`src/rtl/gpio_ovr_pkg.sv`:
```
package gpio_ovr_pkg;
    localparam int PORT_W = 8;
    localparam int ADDR_W = 4;
    localparam int DATA_OFS = 0;
    localparam int IN_OFS   = 1;
    localparam int DIR_OFS  = 2;

    typedef enum logic [1:0] {
        SRC_SW  = 2'd0,
        SRC_TMR = 2'd1,
        SRC_PWM = 2'd2,
        SRC_CLK = 2'd3
    } drv_src_e;
endpackage

```
`src/rtl/gpio_sync.sv`:
```
module gpio_sync #(
    parameter int W = 8,
    parameter int STAGES = 2
) (
    input  logic         clk,
    input  logic         rst_n,
    input  logic [W-1:0] d,
    output logic [W-1:0] q
);
    logic [W-1:0] stage_q [STAGES];

    always_ff @(posedge clk or negedge rst_n) begin
        if (!rst_n) begin
            for (int s = 0; s < STAGES; s++) stage_q[s] <= '0;
        end else begin
            stage_q[0] <= d;
            for (int s = 1; s < STAGES; s++) stage_q[s] <= stage_q[s-1];
        end
    end

    assign q = stage_q[STAGES-1];
endmodule

```
`src/rtl/gpio_regs.sv`:
```
module gpio_regs
    import gpio_ovr_pkg::*;
#(
    parameter int W = PORT_W,
    parameter int AW = ADDR_W
) (
    input  logic          clk,
    input  logic          rst_n,
    input  logic [AW-1:0] addr,
    input  logic          we,
    input  logic [W-1:0]  wdata,
    input  logic [W-1:0]  in_q,
    output logic [W-1:0]  data_q,
    output logic [W-1:0]  dir_q,
    output logic [W-1:0]  rdata
);
    localparam logic [AW-1:0] A_DATA = AW'(DATA_OFS);
    localparam logic [AW-1:0] A_IN   = AW'(IN_OFS);
    localparam logic [AW-1:0] A_DIR  = AW'(DIR_OFS);

    always_ff @(posedge clk or negedge rst_n) begin
        if (!rst_n) begin
            data_q <= '0;
            dir_q  <= '0;
        end else if (we) begin
            if (addr == A_DATA) data_q <= wdata;
            if (addr == A_DIR)  dir_q  <= wdata;
        end
    end

    always_comb begin
        if (addr == A_DATA)     rdata = data_q;
        else if (addr == A_IN)  rdata = in_q;
        else if (addr == A_DIR) rdata = dir_q;
        else                    rdata = '0;
    end
endmodule

```
`src/rtl/gpio_pin_sel.sv`:
```
module gpio_pin_sel
    import gpio_ovr_pkg::*;
#(
    parameter bit HAS_PWM = 1'b0,
    parameter bit HAS_CLK = 1'b0
) (
    input  logic dir_bit,
    input  logic data_bit,
    input  logic tmr_en,
    input  logic tmr_val,
    input  logic pwm_en,
    input  logic pwm_val,
    input  logic clk_en,
    input  logic clk_val,
    output logic oe,
    output logic out
);
    drv_src_e src;
    logic pwm_ok;
    logic clk_ok;

    assign pwm_ok = HAS_PWM ? pwm_en : 1'b0;
    assign clk_ok = HAS_CLK ? clk_en : 1'b0;

    always_comb begin
        if (tmr_en)      src = SRC_TMR;
        else if (pwm_ok) src = SRC_PWM;
        else if (clk_ok) src = SRC_CLK;
        else             src = SRC_SW;
    end

    always_comb begin
        unique case (src)
            SRC_TMR: begin oe = 1'b1;    out = tmr_val;  end
            SRC_PWM: begin oe = 1'b1;    out = pwm_val;  end
            SRC_CLK: begin oe = 1'b1;    out = clk_val;  end
            default: begin oe = dir_bit; out = data_bit; end
        endcase
    end
endmodule

```
`src/rtl/gpio_port_ovr.sv`:
```
module gpio_port_ovr
    import gpio_ovr_pkg::*;
#(
    parameter int W = PORT_W,
    parameter int AW = ADDR_W,
    parameter logic [W-1:0] PWM_PINS = 8'h31,
    parameter logic [W-1:0] CLK_PINS = 8'h20
) (
    input  logic          clk,
    input  logic          rst_n,
    input  logic [AW-1:0] bus_addr,
    input  logic          bus_we,
    input  logic [W-1:0]  bus_wdata,
    output logic [W-1:0]  bus_rdata,
    input  logic [W-1:0]  tmr_oc_en,
    input  logic [W-1:0]  tmr_oc_val,
    input  logic [W-1:0]  pwm_en,
    input  logic [W-1:0]  pwm_val,
    input  logic          clk_out_en,
    input  logic          clk_out_val,
    input  logic [W-1:0]  pad_in,
    output logic [W-1:0]  pad_oe,
    output logic [W-1:0]  pad_out
);
    logic [W-1:0] data_q;
    logic [W-1:0] dir_q;
    logic [W-1:0] in_q;

    gpio_sync #(.W(W), .STAGES(2)) sync_i (
        .clk(clk), .rst_n(rst_n), .d(pad_in), .q(in_q)
    );

    gpio_regs #(.W(W), .AW(AW)) regs_i (
        .clk(clk), .rst_n(rst_n), .addr(bus_addr), .we(bus_we),
        .wdata(bus_wdata), .in_q(in_q), .data_q(data_q), .dir_q(dir_q),
        .rdata(bus_rdata)
    );

    for (genvar i = 0; i < W; i++) begin : g_pin
        gpio_pin_sel #(.HAS_PWM(PWM_PINS[i]), .HAS_CLK(CLK_PINS[i])) sel_i (
            .dir_bit(dir_q[i]), .data_bit(data_q[i]),
            .tmr_en(tmr_oc_en[i]), .tmr_val(tmr_oc_val[i]),
            .pwm_en(pwm_en[i]), .pwm_val(pwm_val[i]),
            .clk_en(clk_out_en), .clk_val(clk_out_val),
            .oe(pad_oe[i]), .out(pad_out[i])
        );
    end
endmodule

```
`config.mk`:
```
export PLATFORM = sky130hd
export DESIGN_NAME = gpio_port_ovr
export DESIGN_NICKNAME = d
export VERILOG_FILES = /design/src/rtl/gpio_ovr_pkg.sv /design/src/rtl/gpio_sync.sv /design/src/rtl/gpio_regs.sv /design/src/rtl/gpio_pin_sel.sv /design/src/rtl/gpio_port_ovr.sv
export SDC_FILE = /design/constraint.sdc
export NUM_CORES = 1
export LEC_CHECK = 0
export BUFFER_PORTS_ARGS = -buffer_cell sky130_fd_sc_hd__buf_2
export CORE_ASPECT_RATIO = 0.75
export CORE_MARGIN = 2
export CORE_UTILIZATION = 47
export CTS_CLUSTER_SIZE = 10
export DETAILED_ROUTE_END_ITERATION = 16
export PLACE_DENSITY = 0.84
export SLEW_MARGIN = 20
export SYNTH_ARGS = -nofsm -noshare
export SYNTH_HDL_FRONTEND = slang
export SYNTH_SLANG_ARGS = --single-unit
```
`constraint.sdc`:
```
create_clock -name clk -period 1.8 [get_ports clk]
set_clock_uncertainty 0.1 [all_clocks]
set_input_delay 0.18 -clock clk [delete_from_list [all_inputs] [get_ports clk]]
set_output_delay 0.18 -clock clk [all_outputs]
set_load 0.01 [all_outputs]
```
==> results.toml <==
[place]
io_buffers = 70
dp_hpwl_microns = 2344
gp_congestion = 0.7513

[clock_network]
cts_buffer_depth = 2
cts_sinks = 32
cts_root_buffer = "clkbuf_8"
post_cts_resized = 0
cts_tree = "done"
post_cts_buffers = 0
cts.reportedPaths.clkPinSlew_ns = 0.06
clk_latency_ns = 0.27
htreeDepth = 2
numCtsBuffers = 5

[grt]
grt_pass1_wl_microns = 5016
grt_util_all_layers = 0.1879
grt_max_degree = 33
overflow = 0
grt_pass1_vias = 1139
antenna_found_initial = 0

[sta]
slew_headroom = 0.5415
setup_violations = 0
post-route-period-util = 0.9279
rsz0062_at_grt = "false"
fin_hold_ws_ns = 0.04546
hold_viol_final = 0
final-max-slew-violation-count = 0
fmax_ghz = 0.5987
tightestPinTransition_ns = 0.6877
fin_crit_ns = 1.670
finalSetupTns_ns = 0

[route]
vias = 1165
wl_per_cell_microns = 13.61
drt-initial-drc-count = 18
postRouteAntennaNets = 0
route.final.wire_length_microns = 3225
drc = 0
vias_per_cell = 4.916
firstDrtPassIters = 4

[floorplan]
num_io_pins = 81
die_y_microns = 52.81
start_util = 0.5013
rows = 17
core_area_sq_mm = 0.002978
die_area_sq_mm = 0.003648
dieWidth_microns = 69.08

[power_and_ir_drop]
power_density_mw_per_mm2 = 947.2
power.leakage_nw = 0.9794
vdd_drop_max_uv = 635.2

[worst_setup_path]
required_ns = 1.52
cp_max_fo = 8
criticalPathCategory = "primary input to output port"
cp-start-kind = "primary input"
worstPathArrival_ns = 1.39
end_kind = "output port"

[cells_and_area]
diodes = 0
area_delta_synth_final_pct = 32.27
final_layout_size_suffix_gt1_frac = 0.5578
fin_nets = 255

[yosys]
synth_area_per_cell_sq_um = 11.75
yosysTopAreaCell = "dfrtp_1"
synth_cells = 127
synth_seq_cells = 32
synth_fp_nets = 184
synth_top_area_share = 0.5365
yosys-top-cells-area = "dfrtp_1, mux2_2, buf_4"
yosys_warnings = 0
syn_area_sq_mm = 0.001493
ys_types = 18
yosysSeqAreaShare = 0.5365

[flow_run]
cap_violations = 0

[worst_hold_path]
min_path_type = "primary input to register"

[status]
status = "completed"
logic make-up after synthesis:
family	synth area share
AND/OR/NAND/NOR	0.1199
multiplexers	0.1861
flip-flops	0.5365
buffers and inverters	0.09388
AO/OA/AOI/OAI	0.06370
power by group:
part           switching (mW)  internal (mW)
clock                   0.242          0.410
combinational           0.138          0.195
sequential             0.0638          0.822
total                   0.444           1.43
cells in the mapped netlist, drive strengths merged:
cell type  instances
or4                2
and3               1
dfrtp             32
or3                2
nand3              1
inv                1
buf               18
or2                5
nand2             11
nor4b              1
nor3               1
mux2i              3
a21oi              8
o21ai             11
nor2               8
mux2              22
stage by stage:
stage	worst slack [ns]	total power, mW	std cells	area [sq um]	util
finish	0.1297	1.870	237	1974	0.6630
global route	0.06357	1.977	237	1974	0.6630
CTS	0.1123	1.896	237	1974	0.6630
detailed placement	0.1131	1.219	220	1777	0.5966
global placement	0.1536	1.195	220	1777	0.5966
floorplan	0.4704	1.115	127	1493	-
state kept, by name (all words and copies together), names as in the netlist:
name            flops
regs_i.dir_q        8
regs_i.data_q       8
sync_i.stage_q      8
sync_i.q            8
final timing paths:
path | startpoint | end | slack (ns) | cells past startpoint
worst max-delay path | bus_addr[3] | bus_rdata[5] | 0.13 | 5
worst min-delay path | bus_wdata[6] | regs_i.dir_q[6]$_DFFE_PN0P_ | 0.05 | 2
worst max register to register | regs_i.dir_q[7]$_DFFE_PN0P_ | regs_i.dir_q[7]$_DFFE_PN0P_ | 0.91 | 1
worst min register to register | sync_i.stage_q[9]$_DFF_PN0_ | sync_i.q[1]$_DFF_PN0_ | 0.25 | 0
max in group asynchronous | rst_n | regs_i.dir_q[7]$_DFFE_PN0P_ | 0.78 | 2
min in group asynchronous | rst_n | regs_i.data_q[2]$_DFFE_PN0P_ | 0.38 | 2
area by class of cell:
class | count | area, sq um
clock buffer | 6 | 72.57
clock inverter | 2 | 35.03
fill | 235 | 1003
inverter | 1 | 3.754
multi-input combinational | 76 | 551.8
sequential | 32 | 800.8
tap | 38 | 47.55
timing repair buffer | 82 | 462.9
critical path, cell delays in order:
cell and delay (ns):
buf_2 0.13, or4_1 0.71, nor2_1 0.17, a21oi_1 0.06, buf_2 0.14
routing by layer:
metal  share of wire  wire length, microns  GRT usage  vias up
li1                -                     -          -      570
met1            0.41                  1317     0.2017      528
met2            0.48                  1562     0.3269       57
met3           0.084                   270    0.06923       10
met4           0.023                    74     0.1078        0
met5               0                     0          0        -
cell usage in the layout, fill, tap and decap left out:
master and n:
buf_2 70, dfrtp_1 32, mux2_2 22, nand2_1 11, o21ai_0 11, dlygate4sd3_1 9
nor2_1 8, a21oi_1 8, or2_2 5, clkbuf_8 5, mux2i_1 3, buf_4 3
or4_1 2, or3_1 2, nor4b_2 1, inv_1 1, nor3_4 1, nand3_2 1
and3_2 1, clkbuf_1 1, bufinv_16 1, clkinv_2 1
what timing repair did:
action / CTS / global route
hold buffers: 9 / 0
endpoints found under the setup margin: 0 / 0
hold endpoints to repair: 40 / 0
(Power assumes the default switching activity.)
